$ cat src/rtl/ssr_pkg.sv
package ssr_pkg;

  typedef struct packed {
    logic uvlo;
    logic vcc;
    logic vref;
  } ready_t;

  // Saturating add of two unsigned values against an upper limit.
  function automatic int unsigned sat_add(input int unsigned a,
                                          input int unsigned b,
                                          input int unsigned lim);
    longint unsigned s;
    s = longint'(a) + longint'(b);
    if (s > longint'(lim)) return lim;
    return int'(s);
  endfunction

  // Remove the dead band and clamp into the duty range.
  function automatic int unsigned band_clamp(input int unsigned ramp,
                                             input int unsigned off,
                                             input int unsigned dmax);
    int unsigned d;
    d = (ramp > off) ? ramp - off : 0;
    if (d > dmax) d = dmax;
    return d;
  endfunction

  function automatic int unsigned umin(input int unsigned a,
                                       input int unsigned b);
    return (a < b) ? a : b;
  endfunction

endpackage

$ cat src/rtl/ssr_qualify.sv
module ssr_qualify
  import ssr_pkg::*;
(
  input  ready_t ready,
  input  logic   shutdown,
  output logic   ready_all,
  output logic   run_en
);
  assign ready_all = ready.uvlo & ready.vcc & ready.vref;
  assign run_en    = ready_all & ~shutdown;
endmodule

$ cat src/rtl/ssr_tick.sv
module ssr_tick #(
  parameter int TICK_DIV = 4
) (
  input  logic clk,
  input  logic rst_n,
  input  logic run_en,
  output logic tick
);
  generate
    if (TICK_DIV <= 1) begin : g_every
      assign tick = run_en;
    end else begin : g_div
      localparam int CW = $clog2(TICK_DIV);
      localparam logic [CW-1:0] LAST = CW'(TICK_DIV - 1);
      logic [CW-1:0] cnt;
      always_ff @(posedge clk or negedge rst_n) begin
        if (!rst_n) begin
          cnt <= '0;
        end else if (!run_en) begin
          cnt <= '0;
        end else if (cnt == LAST) begin
          cnt <= '0;
        end else begin
          cnt <= cnt + 1'b1;
        end
      end
      assign tick = run_en && (cnt == LAST);
    end
  endgenerate
endmodule

$ cat src/rtl/ssr_ramp.sv
module ssr_ramp
  import ssr_pkg::*;
#(
  parameter int RAMP_W = 11,
  parameter int STEP_W = 6
) (
  input  logic              clk,
  input  logic              rst_n,
  input  logic              run_en,
  input  logic              tick,
  input  logic [STEP_W-1:0] step_size,
  output logic [RAMP_W-1:0] ramp
);
  localparam int unsigned RAMP_MAX = (1 << RAMP_W) - 1;

  logic [RAMP_W-1:0] ramp_nx;

  always_comb begin
    ramp_nx = RAMP_W'(sat_add(32'(ramp), 32'(step_size), RAMP_MAX));
  end

  always_ff @(posedge clk or negedge rst_n) begin
    if (!rst_n) begin
      ramp <= '0;
    end else if (!run_en) begin
      ramp <= '0;
    end else if (tick) begin
      ramp <= ramp_nx;
    end
  end
endmodule

$ cat src/rtl/ssr_select.sv
module ssr_select
  import ssr_pkg::*;
#(
  parameter int RAMP_W = 11,
  parameter int DUTY_W = 10,
  parameter int OFFSET = 128
) (
  input  logic              run_en,
  input  logic [RAMP_W-1:0] ramp,
  input  logic [DUTY_W-1:0] loop_duty,
  output logic [DUTY_W-1:0] ramp_limit,
  output logic [DUTY_W-1:0] duty
);
  localparam int unsigned DUTY_MAX = (1 << DUTY_W) - 1;

  always_comb begin
    ramp_limit = DUTY_W'(band_clamp(32'(ramp), OFFSET, DUTY_MAX));
    if (run_en) begin
      duty = DUTY_W'(umin(32'(ramp_limit), 32'(loop_duty)));
    end else begin
      duty = '0;
    end
  end
endmodule

$ cat src/rtl/ssr_duty_limiter.sv
module ssr_duty_limiter
  import ssr_pkg::*;
#(
  parameter int DUTY_W   = 10,
  parameter int RAMP_W   = 11,
  parameter int STEP_W   = 6,
  parameter int TICK_DIV = 4,
  parameter int OFFSET   = 128
) (
  input  logic              clk,
  input  logic              rst_n,
  input  logic              uvlo_ok,
  input  logic              vcc_ok,
  input  logic              ref_ok,
  input  logic              shutdown,
  input  logic [STEP_W-1:0] step_size,
  input  logic [DUTY_W-1:0] loop_duty,
  output logic [DUTY_W-1:0] duty_out
);
  ready_t            ready;
  logic              ready_all;
  logic              run_en;
  logic              tick;
  logic [RAMP_W-1:0] ramp_q;
  logic [DUTY_W-1:0] ramp_limit;

  assign ready = '{uvlo: uvlo_ok, vcc: vcc_ok, vref: ref_ok};

  ssr_qualify u_qual (
    .ready    (ready),
    .shutdown (shutdown),
    .ready_all(ready_all),
    .run_en   (run_en)
  );

  ssr_tick #(.TICK_DIV(TICK_DIV)) u_tick (
    .clk   (clk),
    .rst_n (rst_n),
    .run_en(run_en),
    .tick  (tick)
  );

  ssr_ramp #(.RAMP_W(RAMP_W), .STEP_W(STEP_W)) u_ramp (
    .clk      (clk),
    .rst_n    (rst_n),
    .run_en   (run_en),
    .tick     (tick),
    .step_size(step_size),
    .ramp     (ramp_q)
  );

  ssr_select #(.RAMP_W(RAMP_W), .DUTY_W(DUTY_W), .OFFSET(OFFSET)) u_sel (
    .run_en    (run_en),
    .ramp      (ramp_q),
    .loop_duty (loop_duty),
    .ramp_limit(ramp_limit),
    .duty      (duty_out)
  );
endmodule

$ cat config.mk
export PLATFORM = sky130hd
export DESIGN_NAME = ssr_duty_limiter
export DESIGN_NICKNAME = d
export VERILOG_FILES = /design/src/rtl/ssr_pkg.sv /design/src/rtl/ssr_qualify.sv /design/src/rtl/ssr_tick.sv /design/src/rtl/ssr_ramp.sv /design/src/rtl/ssr_select.sv /design/src/rtl/ssr_duty_limiter.sv
export SDC_FILE = /design/constraint.sdc
export NUM_CORES = 1
export LEC_CHECK = 0
export BUFFER_PORTS_ARGS = -buffer_cell sky130_fd_sc_hd__buf_4
export CORE_MARGIN = 3
export CORE_UTILIZATION = 60
export CTS_BUF_LIST = sky130_fd_sc_hd__clkbuf_4 sky130_fd_sc_hd__clkbuf_8
export DETAILED_ROUTE_END_ITERATION = 8
export PLACE_DENSITY = 0.84
export SETUP_SLACK_MARGIN = 0.2
export SYNTH_ARGS = -nofsm -noshare
export SYNTH_HDL_FRONTEND = slang
export SYNTH_SLANG_ARGS = --single-unit
export TNS_END_PERCENT = 100
$ cat constraint.sdc
create_clock -name clk -period 6 [get_ports clk]
set_input_delay 0.6 -clock clk [delete_from_list [all_inputs] [get_ports clk]]
set_output_delay 0.6 -clock clk [all_outputs]
set_load 0.1 [all_outputs]
* After elaboration in Yosys (flattened, before gate mapping)
Cells that the tools add are included.
Cells by class: add/subtract/negate cells 3, multipliers 0, divide/modulo/power cells 0, $lt $le $gt $ge 4, eq/ne operators 2, shift operators 0, mux-type cells 11, bitwise operators 4, reduce and logical (&&, ||, !) cells 1
Operators with widths (count):
- $mux W11 | 4
- $gt A32 B10 Y1 const B | 1
- $mux W32 | 1
- $mux W10 | 3
- $add A11 B6 Y12 | 1
- $gt A12 B11 Y1 const B | 1
- $sub A11 B8 Y12 const B | 1
- $gt A11 B8 Y1 const B | 1
- $lt A10 B10 Y1 | 1
- $mux W2 | 2
- $and A1 B1 Y1 | 3
- $add A2 B1 Y2 const B | 1
- $eq A2 B2 Y1 const B | 1
- $ne A2 B2 Y1 const B | 1
- $logic_and A1 B1 Y1 | 1
- $mux W1 | 1
- $not A1 Y1 | 1
Word-level totals: register bits 13, bits in latches 0, RAM bits 0, memory bits (read-only) 0, input port bits 22, output and inout port bits 10, logic and storage cells 27, memories kept 0

* Longest topological paths before layout
word-level depth 7, gate-level depth with buffers 14, gate-level depth less buffers 13

* Cells and area by module
A second synthesis with hierarchy kept.
Second synthesis, totals: cell total of the unflattened synthesis 171, area total of the unflattened synthesis 1534.0 µm²
By module, submodules not included:
- ssr_ramp | times used 1, cells an instance 75, area an instance 774.5 µm²
- ssr_select | times used 1, cells an instance 88, area an instance 654.4 µm²
- ssr_tick | times used 1, cells an instance 6, area an instance 88.8 µm²
- ssr_qualify | times used 1, cells an instance 2, area an instance 16.3 µm²

* Worst setup path before layout
Ideal clock, no wire load.
path kind flip-flop to output port, start point register u_ramp.ramp[7], end point output port duty_out[8], arrival 4.877 ns, slack 0.523 ns, stages on the path, launching flop included 13, cells stage by stage dfrtp_1 -> inv_1 -> ha_1 -> nor2b_1 -> o32ai_1 -> nor2_1 -> a21o_1 -> ha_1 -> nand4_1 -> nor3_1 -> a21oi_4 -> buf_6 -> o31ai_1
Between the ends: cells in the longest elaborated chain, start to end 7, elaborated cells on any way between the ends 8
RTL lines:
- start: declaration | RTL line ssr_ramp.sv:12 | output logic [RAMP_W-1:0] ramp
- start signal: assignment | RTL line ssr_ramp.sv:28 | ramp <= ramp_nx;
- $sub A11 B8 Y12 / $gt A11 B8 Y1 (equally long branches) | RTL line ssr_pkg.sv:24 | d = (ramp > off) ? ramp - off : 0;
- $mux W32 (*) | RTL line ssr_pkg.sv:24
- $gt A32 B10 Y1 | RTL line ssr_pkg.sv:25 | if (d > dmax) d = dmax;
- $mux W10 (*) | RTL line ssr_pkg.sv:25
- $lt A10 B10 Y1 | RTL line ssr_pkg.sv:31 | return (a < b) ? a : b;
- $mux W10 (*) | RTL line ssr_pkg.sv:31
- $mux W10 (*) | RTL line ssr_select.sv:18 | if (run_en) begin
- end: declaration | RTL line ssr_duty_limiter.sv:18 | output logic [DUTY_W-1:0] duty_out
Mark *: on every way between the ends. The rest lies on a longest branch, timed or not.

* Worst setup path in the final report
start point register u_ramp.ramp[7], end point output port duty_out[9]
Same word-level chain as after synthesis.

==> flow_metrics.py <==
metrics = {
    "synthesis": {
        "synth_area_leaders": "dfrtp_1 23%, ha_1 16%, inv_1 5.5%",
        "synth_top_area_cell": "dfrtp_1",
        "synth.avg_cell_area_um2": 8.10,
        "yosys_warnings": 0,
        "synth_fp_nets": 218,
        "synth-edff-count": 0,
        "synthArstFlopShare": 1.00,
        "synth_xor_area_frac": 0.0305,
        "synth_mux_area_frac": 0,
        "synth_cell_types": 43,
        "synth-simple-area-share": 0.168,
        "synthFlopType": "dfrtp_1",
        "synth_top_family_by_area": "compound AO/OA/AOI/OAI gates",
        "ys_seq_area_frac": 0.227,
        "synthAdderAreaFrac": 0.171,
        "synth_area_um2": 1430,
        "yosysTopAreaCellShare": 0.227,
        "synthCells": 177,
        "postSynthRegisterBits": 13,
        "synth_compound_gate_area_share": 0.318,
    },
    "drt": {
        "antenna_left": 0,
        "finalWirelength_um": 3380,
        "wl_per_cell_um": 14.5,
        "dr_total_vias": 1426,
        "firstDrtPassIters": 4,
        "drtIter0Drc": 24,
        "via_per_inst": 6.12,
        "drcViolationCount": 0,
    },
    "floorplanning": {
        "start_util": 0.642,
        "die_area_um2": 3010,
        "core_um2": 2230,
        "num_rows": 17,
        "die_y_um": 54.9,
        "fp.dieW_um": 54.9,
        "boundaryPins": 32,
    },
    "sta": {
        "hold_ws_ps": 145,
        "slew_violations": 0,
        "slew_headroom": 0.533,
        "rsz0062_at_grt": "false",
        "tns_ps": 0,
        "finalCritPeriodShare": 0.782,
        "max_slew.worst_pin.slew_ps": 700,
        "layout_min_cycle_time_ps": 4690,
        "setup_viol": 0,
        "max_clock_freq_mhz": 213,
        "skew_ps": 1.13,
        "hold_viol_final": 0,
    },
    "layout": {
        "fin_nets": 247,
        "area.growth.synth_to_final_pct": 17.8,
        "final_util": 0.756,
        "multi_input_area_um2": 987,
        "finalNonFillerCells": 233,
        "num_antenna_cells": 0,
        "seq_area_um2": 325,
        "num-fill-cells": 179,
        "drive_gt1_frac": 0.195,
    },
    "clocking": {
        "post_cts_resize_count": 0,
        "cts_max_level": 1,
        "cts_root_buffer": "clkbuf_4",
        "cts_hold_buf": 0,
        "cts_max_path_buffers": 2,
        "cts.sinks": 13,
        "clk_latency_ps": 280,
        "postCtsSetupBuffers": 0,
        "cts_inserted_buffers": 3,
        "clk_pin_slew_ps": 80,
        "cts_tree": "built",
    },
    "power": {
        "irDropWorstVdd_mv": 0.160,
        "p_int_uw": 132,
        "pwr_density_cell_nw_per_um2": 103,
        "total_power_uw": 174,
        "pwr-share-comb": 0.151,
        "pwr-share-clk": 0.344,
        "switching_share": 0.243,
        "p_leak_nw": 0.892,
        "power_switching_uw": 42.2,
        "p_seq_frac": 0.505,
    },
    "setup_path": {
        "worstSetupPathType": "register to primary output",
        "crit_fanout": 18,
        "endpoint_kind": "primary output",
        "crit_top_cell": "ha_1",
        "cp_slowest_cell": "dfrtp_1",
        "startpoint_type": "register",
        "crit_required_ps": 5400,
        "max_stage_delay_ps": 490,
        "cp.arrival_ps": 4090,
        "cp_top_family": "compound AO/OA/AOI/OAI gates",
        "cp_num_buf_inv": 2,
        "cp_cell_sequence": "inv_1, ha_1, nor2b_1, o32ai_1, nor2_1, a21o_1, ha_1, a21oi_1, o21ai_0, a221o_1, a21oi_4, nand3_1, o31ai_1, buf_4",
    },
    "grt": {
        "first_global_vias": 1350,
        "grt_pass1_wl_um": 5530,
        "grt_util_all_layers": 0.254,
        "grt_overflow": 0,
        "antenna_found_initial": 0,
        "grt_max_degree": 22,
    },
    "flow_run": {
        "max-cap-violations": 0,
    },
    "place": {
        "io_buffers": 31,
        "dp.final_hpwl_um": 2700,
        "routabilityCongestion": 0.898,
        "dpl.cell_count": 229,
    },
    "run_status": {
        "outcome": "finished, final reports clean",
    },
    "hold_path": {
        "hold_class": "input port to asynchronous set/reset pin",
    },
}
-- registers in the layout, summed over array words and instances, names as in the netlist --
| name | flops |
|---|---|
| u_ramp.ramp | 11 |
| u_tick.g_div.cnt | 2 |
-- cells in the mapped netlist, drive strengths merged (3+ instances only) --
master,n
nor3,4
dfrtp,13
nand3,14
o21ai,16
buf,3
a31oi,7
o31ai,10
clkbuf,4
nand2,5
a21o,7
ha,18
inv,21
xor2,3
or3,3
a21oi,13
nor2,7
-- final cells by class --
class / count / share of cell area
multi-input combinational: 136 / 0.584
sequential: 13 / 0.193
timing repair buffer: 31 / 0.138
inverter: 21 / 0.0467
tap: 28 / 0.0207
clock buffer: 4 / 0.0178
-- power by group through the flow --
stage / Clock, mW / Sequential, mW / Combinational (mW)
finish: 0.0598 / 0.0878 / 0.0262
global route: 0.0656 / 0.0879 / 0.0294
CTS: 0.0613 / 0.0878 / 0.0264
detailed placement: 0 / 0.0896 / 0.0263
global placement: 0 / 0.0896 / 0.0251
floorplan: 0 / 0.0896 / 0.0114
-- worst paths after layout --
check / start / to / slack, ps / cells after the start
setup / recovery: u_ramp.ramp[7] / duty_out[9] / 1310 / 14
hold / removal: rst_n / u_ramp.ramp[10] / 140 / 1
setup reg to reg: u_ramp.ramp[0] / u_ramp.ramp[10] / 3450 / 9
hold reg to reg: u_tick.g_div.cnt[0] / u_tick.g_div.cnt[0] / 440 / 1
max in group asynchronous: rst_n / u_ramp.ramp[2] / 5700 / 1
min in group clk: u_tick.g_div.cnt[0] / u_tick.g_div.cnt[0] / 440 / 1
-- logic make-up after synthesis --
group,Yosys count
AO/OA/AOI/OAI,67
XOR/XNOR,5
adder cells (fa/ha/maj),19
buffers and inverters,28
flip-flops,13
AND/OR/NAND/NOR,45
-- metrics by stage --
| step | setup slack, ps | cell area (µm²) |
|---|---|---|
| final | 1310 | 1690 |
| after global routing | 1030 | 1690 |
| after CTS | 1330 | 1690 |
| after detailed placement | 1670 | 1660 |
| after global placement | 1910 | 1660 |
| after floorplan | 523 | 1430 |
-- cells in the final DEF, fill, tap and decap left out, drive strengths merged, types with 2 or more instances in the layout --
cell type,n
nor2,7
a31oi,7
buf,31
o21ai,16
or4,2
ha,18
o31ai,10
nand2,5
a21o,7
o21bai,2
and2,2
nor2b,2
xor2,3
a211oi,2
dfrtp,13
nand4,2
nand3,14
xnor2,2
a21oi,13
nor3,4
inv,21
or3,3
clkbuf,4
-- layer usage --
layer,vias to the layer above,wire [µm],track usage
li1,721,-,-
met5,-,0,0
met3,5,152,0.0300
met2,40,1670,0.435
met4,0,51,0.141
met1,660,1500,0.303
No activity file was read; power rests on OpenSTA's default activity.
